===== src/rtl/ioirc_pkg.sv =====
package ioirc_pkg;
   localparam int unsigned REG_W      = 32;
   localparam int unsigned MSG_W      = 64;
   localparam int unsigned IX_W       = 8;
   // internal register numbers reached through the data window
   localparam logic [IX_W-1:0] SEL_ID  = 8'h00;
   localparam logic [IX_W-1:0] SEL_VER = 8'h01;
   localparam logic [IX_W-1:0] SEL_ARB = 8'h02;
   localparam logic [IX_W-1:0] TBL_BASE = 8'h10;
   localparam logic [IX_W-1:0] MAX_SLOT = 8'h3F;
   // entry field positions
   localparam int unsigned MASK_BIT   = 16;
   localparam int unsigned TRIG_BIT   = 15;
   localparam int unsigned LVL_BIT    = 14;
   localparam int unsigned RSV_BIT    = 13;
   localparam logic [REG_W-1:0] LO_RESET = 32'h0001_0000;

   typedef logic [MSG_W-1:0] msg_t;

   function automatic msg_t entry_to_cmd(msg_t ent);
      msg_t c;
      c            = ent;
      c[RSV_BIT]   = 1'b0;
      c[LVL_BIT]   = 1'b1;
      c[TRIG_BIT]  = ent[TRIG_BIT];
      c[17:16]     = 2'b00;
      c[19:18]     = 2'b00;
      c[55:20]     = '0;
      return c;
   endfunction
endpackage


===== src/rtl/ioirc_regfile.sv =====
module ioirc_regfile
   import ioirc_pkg::*;
#(
   parameter int unsigned ADDR_W      = 8,
   parameter int unsigned ID_W        = 8,
   parameter int unsigned NUM_CORES   = 4,
   parameter int unsigned NUM_ENTRIES = 25,
   parameter int unsigned PIN_W       = 6,
   parameter logic [31:0] VERSION     = 32'h0017_0011,
   parameter logic [31:0] LO_WR_MASK  = 32'h0001_AFFF,
   parameter int unsigned IDX_OFF     = 0,
   parameter int unsigned WIN_OFF     = 16
)(
   input  logic              clk,
   input  logic              rst_n,
   input  logic              bus_we,
   input  logic              bus_re,
   input  logic [ADDR_W-1:0] bus_addr,
   input  logic [REG_W-1:0]  bus_wdata,
   output logic [REG_W-1:0]  bus_rdata,
   output logic              bus_err,
   input  logic [PIN_W-1:0]  pin_sel,
   output msg_t              pin_entry,
   output logic [ID_W-1:0]   ctl_id
);
   localparam logic [ID_W-1:0] ID_RESET = ID_W'(NUM_CORES);

   logic [IX_W-1:0]  index_q;
   logic [ID_W-1:0]  id_q;
   logic [REG_W-1:0] arb_q;
   logic [REG_W-1:0] lo_q [NUM_ENTRIES];
   logic [REG_W-1:0] hi_q [NUM_ENTRIES];

   logic            is_idx, is_win, in_tbl, hi_half, bad_slot, wr_win;
   logic [IX_W-1:0] slot;

   assign is_idx   = (bus_addr == ADDR_W'(IDX_OFF));
   assign is_win   = (bus_addr == ADDR_W'(WIN_OFF));
   assign in_tbl   = (index_q >= TBL_BASE);
   assign slot     = (index_q - TBL_BASE) >> 1;
   assign hi_half  = index_q[0];
   assign bad_slot = in_tbl && (slot > MAX_SLOT);
   assign wr_win   = bus_we && is_win;

   assign bus_err = (bus_we || bus_re) && is_win &&
                    (bad_slot || (bus_we && (index_q == SEL_VER)));

   always_ff @(posedge clk) begin
      if (!rst_n) begin
         index_q <= '0;
         id_q    <= ID_RESET;
         arb_q   <= '0;
      end else begin
         if (bus_we && is_idx)
            index_q <= bus_wdata[IX_W-1:0];
         if (wr_win && (index_q == SEL_ID))
            id_q <= bus_wdata[ID_W-1:0];
         if (wr_win && (index_q == SEL_ARB))
            arb_q <= bus_wdata;
      end
   end

   for (genvar e = 0; e < NUM_ENTRIES; e++) begin : g_ent
      logic hit;
      assign hit = in_tbl && (slot == IX_W'(e));
      always_ff @(posedge clk) begin
         if (!rst_n) begin
            lo_q[e] <= LO_RESET;
            hi_q[e] <= '0;
         end else if (wr_win && hit) begin
            if (hi_half)
               hi_q[e] <= bus_wdata;
            else
               lo_q[e] <= (lo_q[e] & ~LO_WR_MASK) | (bus_wdata & LO_WR_MASK);
         end
      end
   end

   always_comb begin
      bus_rdata = '0;
      if (bus_re && is_idx) begin
         bus_rdata = REG_W'(index_q);
      end else if (bus_re && is_win) begin
         if (index_q == SEL_ID)
            bus_rdata = REG_W'(id_q);
         else if (index_q == SEL_VER)
            bus_rdata = VERSION;
         else if (index_q == SEL_ARB)
            bus_rdata = arb_q;
         else begin
            for (int e = 0; e < NUM_ENTRIES; e++) begin
               if (in_tbl && (slot == IX_W'(e)))
                  bus_rdata = hi_half ? hi_q[e] : lo_q[e];
            end
         end
      end
   end

   always_comb begin
      pin_entry = '0;
      for (int e = 0; e < NUM_ENTRIES; e++) begin
         if (pin_sel == PIN_W'(e))
            pin_entry = {hi_q[e], lo_q[e]};
      end
   end

   assign ctl_id = id_q;
endmodule


===== src/rtl/ioirc_pin_gate.sv =====
module ioirc_pin_gate
   import ioirc_pkg::*;
#(
   parameter int unsigned PIN_W       = 6,
   parameter int unsigned NUM_ENTRIES = 25
)(
   input  logic             pin_valid,
   input  logic [PIN_W-1:0] pin_num,
   input  logic             raise_ready,
   input  msg_t             pin_entry,
   output logic             pin_reject,
   output logic             load,
   output msg_t             cmd_next
);
   localparam logic [PIN_W-1:0] MAX_PIN = PIN_W'(NUM_ENTRIES - 1);

   logic take, out_of_range;

   assign take         = pin_valid && raise_ready;
   assign out_of_range = (pin_num > MAX_PIN);
   assign pin_reject   = take && out_of_range;
   assign load         = take && !out_of_range && !pin_entry[MASK_BIT];
   assign cmd_next     = entry_to_cmd(pin_entry);
endmodule


===== src/rtl/ioirc_sender.sv =====
module ioirc_sender
   import ioirc_pkg::*;
#(
   parameter int unsigned ID_W = 8
)(
   input  logic            clk,
   input  logic            rst_n,
   input  logic            load,
   input  msg_t            cmd_next,
   input  logic [ID_W-1:0] src_next,
   input  logic            send_ack,
   output logic            raise_ready,
   output logic            send_strobe,
   output msg_t            cmd_word,
   output logic [ID_W-1:0] src_id
);
   logic busy_q, strobe_q;
   msg_t cmd_q;
   logic [ID_W-1:0] src_q;

   always_ff @(posedge clk) begin
      if (!rst_n) begin
         busy_q   <= 1'b0;
         strobe_q <= 1'b0;
         cmd_q    <= '0;
         src_q    <= '0;
      end else begin
         strobe_q <= load;
         if (load) begin
            busy_q <= 1'b1;
            cmd_q  <= cmd_next;
            src_q  <= src_next;
         end else if (busy_q && send_ack) begin
            busy_q <= 1'b0;
         end
      end
   end

   assign raise_ready = !busy_q;
   assign send_strobe = strobe_q;
   assign cmd_word    = cmd_q;
   assign src_id      = src_q;
endmodule


===== src/rtl/ioirc_top.sv =====
module ioirc_top
   import ioirc_pkg::*;
#(
   parameter int unsigned ADDR_W      = 8,
   parameter int unsigned ID_W        = 8,
   parameter int unsigned NUM_CORES   = 4,
   parameter int unsigned NUM_ENTRIES = 25,
   parameter int unsigned PIN_W       = 6,
   parameter logic [31:0] VERSION     = 32'h0017_0011,
   parameter logic [31:0] LO_WR_MASK  = 32'h0001_AFFF,
   parameter int unsigned IDX_OFF     = 0,
   parameter int unsigned WIN_OFF     = 16
)(
   input  logic              clk,
   input  logic              rst_n,
   input  logic              bus_we,
   input  logic              bus_re,
   input  logic [ADDR_W-1:0] bus_addr,
   input  logic [31:0]       bus_wdata,
   output logic [31:0]       bus_rdata,
   output logic              bus_err,
   input  logic              pin_valid,
   input  logic [PIN_W-1:0]  pin_num,
   output logic              raise_ready,
   output logic              pin_reject,
   input  logic              send_ack,
   output logic              send_strobe,
   output logic [63:0]       cmd_word,
   output logic [ID_W-1:0]   src_id
);
   if (NUM_ENTRIES < 1 || NUM_ENTRIES > 64) begin : g_bad_entries
      $error("NUM_ENTRIES must lie in 1..64");
   end
   if (NUM_ENTRIES > (1 << PIN_W)) begin : g_bad_pinw
      $error("PIN_W too narrow for NUM_ENTRIES");
   end
   if (ID_W < 1 || ID_W > 8 || NUM_CORES >= (1 << ID_W)) begin : g_bad_id
      $error("ID_W must be 1..8 and hold NUM_CORES");
   end
   if (IDX_OFF == WIN_OFF || IDX_OFF >= (1 << ADDR_W) || WIN_OFF >= (1 << ADDR_W)) begin : g_bad_off
      $error("bus offsets must differ and fit ADDR_W");
   end

   msg_t            pin_entry, cmd_next;
   logic [ID_W-1:0] ctl_id;
   logic            load;

   ioirc_regfile #(
      .ADDR_W(ADDR_W), .ID_W(ID_W), .NUM_CORES(NUM_CORES),
      .NUM_ENTRIES(NUM_ENTRIES), .PIN_W(PIN_W), .VERSION(VERSION),
      .LO_WR_MASK(LO_WR_MASK), .IDX_OFF(IDX_OFF), .WIN_OFF(WIN_OFF)
   ) u_regs (
      .clk(clk), .rst_n(rst_n), .bus_we(bus_we), .bus_re(bus_re),
      .bus_addr(bus_addr), .bus_wdata(bus_wdata), .bus_rdata(bus_rdata),
      .bus_err(bus_err), .pin_sel(pin_num), .pin_entry(pin_entry),
      .ctl_id(ctl_id)
   );

   ioirc_pin_gate #(.PIN_W(PIN_W), .NUM_ENTRIES(NUM_ENTRIES)) u_gate (
      .pin_valid(pin_valid), .pin_num(pin_num), .raise_ready(raise_ready),
      .pin_entry(pin_entry), .pin_reject(pin_reject), .load(load),
      .cmd_next(cmd_next)
   );

   ioirc_sender #(.ID_W(ID_W)) u_send (
      .clk(clk), .rst_n(rst_n), .load(load), .cmd_next(cmd_next),
      .src_next(ctl_id), .send_ack(send_ack), .raise_ready(raise_ready),
      .send_strobe(send_strobe), .cmd_word(cmd_word), .src_id(src_id)
   );
endmodule


===== config.mk =====
export PLATFORM = sky130hd
export DESIGN_NAME = ioirc_top
export DESIGN_NICKNAME = d
export VERILOG_FILES = /design/src/rtl/ioirc_pkg.sv /design/src/rtl/ioirc_regfile.sv /design/src/rtl/ioirc_pin_gate.sv /design/src/rtl/ioirc_sender.sv /design/src/rtl/ioirc_top.sv
export SDC_FILE = /design/constraint.sdc
export NUM_CORES = 2
export LEC_CHECK = 0
export ABC_AREA = 0
export CORE_MARGIN = 2
export CORE_UTILIZATION = 55
export DETAILED_ROUTE_END_ITERATION = 7
export DONT_BUFFER_PORTS = 1
export MAX_ROUTING_LAYER = met4
export PLACE_DENSITY = 0.73
export SLEW_MARGIN = 5
export SYNTH_ARGS = -nofsm -noshare
export SYNTH_HDL_FRONTEND = slang
export SYNTH_SLANG_ARGS = --single-unit

===== constraint.sdc =====
create_clock -name clk -period 6.25 [get_ports clk]
set_input_delay 0.9375 -clock clk [delete_from_list [all_inputs] [get_ports clk]]
set_output_delay 0.9375 -clock clk [all_outputs]
set_load 0.01 [all_outputs]

==> reports/summary.txt <==
fmax -> 155.3 MHz
cts hold-fix bufs -> 0
vias in the first global route -> 49030
antenna violations before repair -> 20
Primary FF master, synth -> edfxtp_1
Routed WL -> 278700 um
critical path data arrival time -> 5.50 ns
die area -> 0.1198 mm2
most numerous cell in the Yosys netlist -> edfxtp_1
Syn Inst Count -> 5564
synth top area cells -> edfxtp_1 (55%), and2_1 (7.9%), mux2i_1 (5.2%), and3_1 (3.5%), dfxtp_1 (2.5%)
crit path max fanout -> 23
Final Max Tran Viols -> 0
Synth area leader -> edfxtp_1
Worst IR Drop VDD -> 0.2808 mV
GRT Total Usage -> 46.71%
core area -> 0.1162 mm2
RSZ-0062 raised after global routing -> true
CTS Buffer Depth -> 3
setup skew after layout -> 0.03680 ns
crit path capture type -> primary output
Initial DRT Pass Iterations -> 8
IO buf count -> 0
Seq/Total Area, Yosys -> 57.31%
status -> complete, but fails checks
CP Launch Type -> register
GR Overflow Total -> 0
Final WS setup -> -0.1909 ns
synth warn -> 0
DR iter-0 viols -> 11640
combinational power share -> 4.2%
Post-synth EDFFs -> 1175
CTS H-tree depth -> 4
Clock Latency Late Sink -> 0.80 ns
Synth top area share -> 54.80%
Pwr per Cell Area -> 261.9 mW/mm2
synth cell count leaders -> edfxtp_1 (1175), and2_1 (810), clkbuf_1 (402)
Relative slew margins -> 1.990%
Horiz. Die Dim -> 346.2 um
number of synthesized register bits -> 1256
Nets -> 5469
Final setup violation count -> 5
crit share post-route -> 103.1%
DR vias -> 53280
ys async rst share -> 0%
WS Path Type -> register to primary output
Hold Crit Class -> primary input to register
layout cells sized above 1 -> 14.27%
mapped cell area -> 0.06439 mm2
Fin Setup TNS -> -0.4668 ns
HPWL after DPL -> 183000 um
largest net degree at the start of global routing -> 161
Routed Antenna Nets -> 0
TritonCTS clock tree -> built
violated checks -> DRC, setup timing
Worst-path clk slew -> 0.06 ns
Fill cells -> 9158
CTS Sinks -> 1256
CTS root buf -> clkbuf_16
first-pass GRT wire length -> 383100 um
Post-Place Setup Slack -> 0.3923 ns
sw power -> 0.004264 W
cts bufs inserted -> 134
maxcap violations -> 0
slew at the pin closest to its max-slew limit -> 1.470 ns
Distinct cells, synth -> 104
Final Critical Period -> 6.441 ns
number of core rows -> 125
sequential fraction of design power -> 52.0%
RePlAce Congestion -> 1.078
Sw Ratio -> 22.89%
Pleak -> 25.12 nW
Final Core Density -> 61.19%
Pwr Total -> 0.01862 W
Initial Util -> 55.41%
DRC Markers -> 14
worst path required time -> 5.31 ns
Layout area overhead -> 10.43%
clock power share -> 43.8%
die span in y -> 346.2 um
Pint -> 0.01436 W
Avg WL per Cell -> 39.44 um
Vias/cell -> 7.540
Hold Violations, Final -> 0
top-level port count -> 160
Synth Area per Inst -> 11.57 um2
-- per-stage QoR --
step | instance area (um2) | cells | hold WS (ns)
floorplan | 64540 | 5604 | 0.4332
global placement | 66500 | 6800 | 0.4387
detailed placement | 66500 | 6800 | 0.4467
CTS | 70920 | 7044 | 0.2348
global route | 71090 | 7060 | 0.2416
finish | 71110 | 7066 | 0.2678
-- power by group through the flow --
| stage | Combinational, W | Sequential (W) | Clock (W) |
|---|---|---|---|
| 2_1_floorplan | 0.000499 | 0.00979 | 0 |
| 3_3_place_gp | 0.000721 | 0.00984 | 0 |
| 3_5_place_dp | 0.000723 | 0.00985 | 0 |
| 4_1_cts | 0.000727 | 0.00968 | 0.00805 |
| 5_1_grt | 0.000774 | 0.00971 | 0.00837 |
| 6_report | 0.000779 | 0.00969 | 0.00815 |
-- logic make-up (layout without fill, tap and decap cells) --
family / after synthesis / after routing / synth area share, %
and+or+nand+nor: 1931 / 1931 / 17.07
DFF: 1256 / 1256 / 57.31
other: 1 / 61 / 0.005824
xor gates and xnor gates: 3 / 3 / 0.04081
AOI/OAI and AO/OA: 1258 / 1258 / 12.98
muxes: 488 / 488 / 8.229
buffers and inverters: 624 / 542 / 4.298
adders and majority gates: 3 / 3 / 0.05830
-- cell type report --
class	instances	area (um2)	area share (%)
well taps	1524	1907	2.682
clock buffers	188	3784	5.321
diodes	20	50.05	0.07038
flip-flops and latches	1256	36910	51.91
inverters	12	45.04	0.06334
clock inverters	56	580.6	0.8164
multi-input cells	3724	25560	35.94
repair buffers	286	2276	3.201
-- registers in the layout, summed over array words and instances (netlist names) --
signal,cells
u_send.busy_q,1
u_send.cmd_word,23
u_regs.hi_q,800
u_regs.ctl_id,8
u_regs.arb_q,32
u_send.send_strobe,1
u_regs.lo_q,375
u_send.src_id,8
u_regs.index_q,8
-- critical path, stage by stage (launching register included) --
cell and delay, ns:
dfxtp_1 0.41, inv_1 0.13, ha_1 0.28, or3b_1 0.47
nand3_2 0.12, buf_4 0.31, nor2_4 0.58, buf_4 0.36
nand2_1 0.17, a22oi_1 0.41, a31oi_1 0.31, a221o_1 0.44
a221oi_1 0.47, buf_4 0.21
-- cell usage in the layout, fill, tap and decap left out, types with 18 or more instances in the layout --
cell,synthesis,layout
mux2i_1,337,337
a211oi_1,47,39
o211ai_1,32,32
a221oi_1,70,65
mux2_2,131,131
mux4_2,20,20
nor2_4,2,22
o2111ai_1,19,19
o22ai_1,118,117
and3_1,365,362
nor2_2,24,20
a222oi_1,41,41
nor2_1,191,175
a22o_1,22,22
or3_1,39,39
o21ai_4,0,25
nand2_1,281,280
diode_2,0,20
nor2b_1,23,20
o21ai_1,8,34
a22oi_1,89,89
clkinv_2,0,18
a221o_1,21,21
o21ai_0,263,212
clkinv_1,2,18
buf_4,69,275
clkbuf_1,402,38
and2_1,810,807
dfxtp_1,81,80
clkbuf_16,0,140
conb_1,1,41
o221ai_1,64,64
a21oi_1,311,311
nor3_1,39,33
a31oi_1,41,40
nand3_1,54,54
edfxtp_1,1175,1175
-- what timing repair did --
| item | in CTS | in global routing |
|---|---|---|
| endpoints found under the setup margin | 8 | 19 |
| gates resized for setup | 14 | 26 |
| pin swaps | 0 | 1 |
| setup buffers | 0 | 2 |
-- layer usage --
metal  vias up  share of wire (%)  track usage (%)
met5         -                  0                -
met3      1322                 17            18.18
li1      20630                  -                -
met1     25830                 33            58.00
met2      5497                 41            63.38
met4         0                8.5            30.01
-- final timing paths --
kind                                                      from  slack, ns                           endpoint  depth (start not counted)
worst min-delay path                                     rst_n       0.27   u_send.cmd_word[12]$_SDFFE_PN0P_                          2
worst min register to register   u_regs.arb_q[11]$_SDFFE_PN0P_       0.46      u_regs.arb_q[11]$_SDFFE_PN0P_                          2
worst max-delay path            u_regs.index_q[5]$_SDFFE_PN0P_      -0.19                       bus_rdata[0]                         13
worst max register to register  u_regs.index_q[5]$_SDFFE_PN0P_       1.98  u_regs.hi_q[1][179]$_SDFFCE_PN0P_                          9
Note: power is estimated with default switching activity, not from simulation.
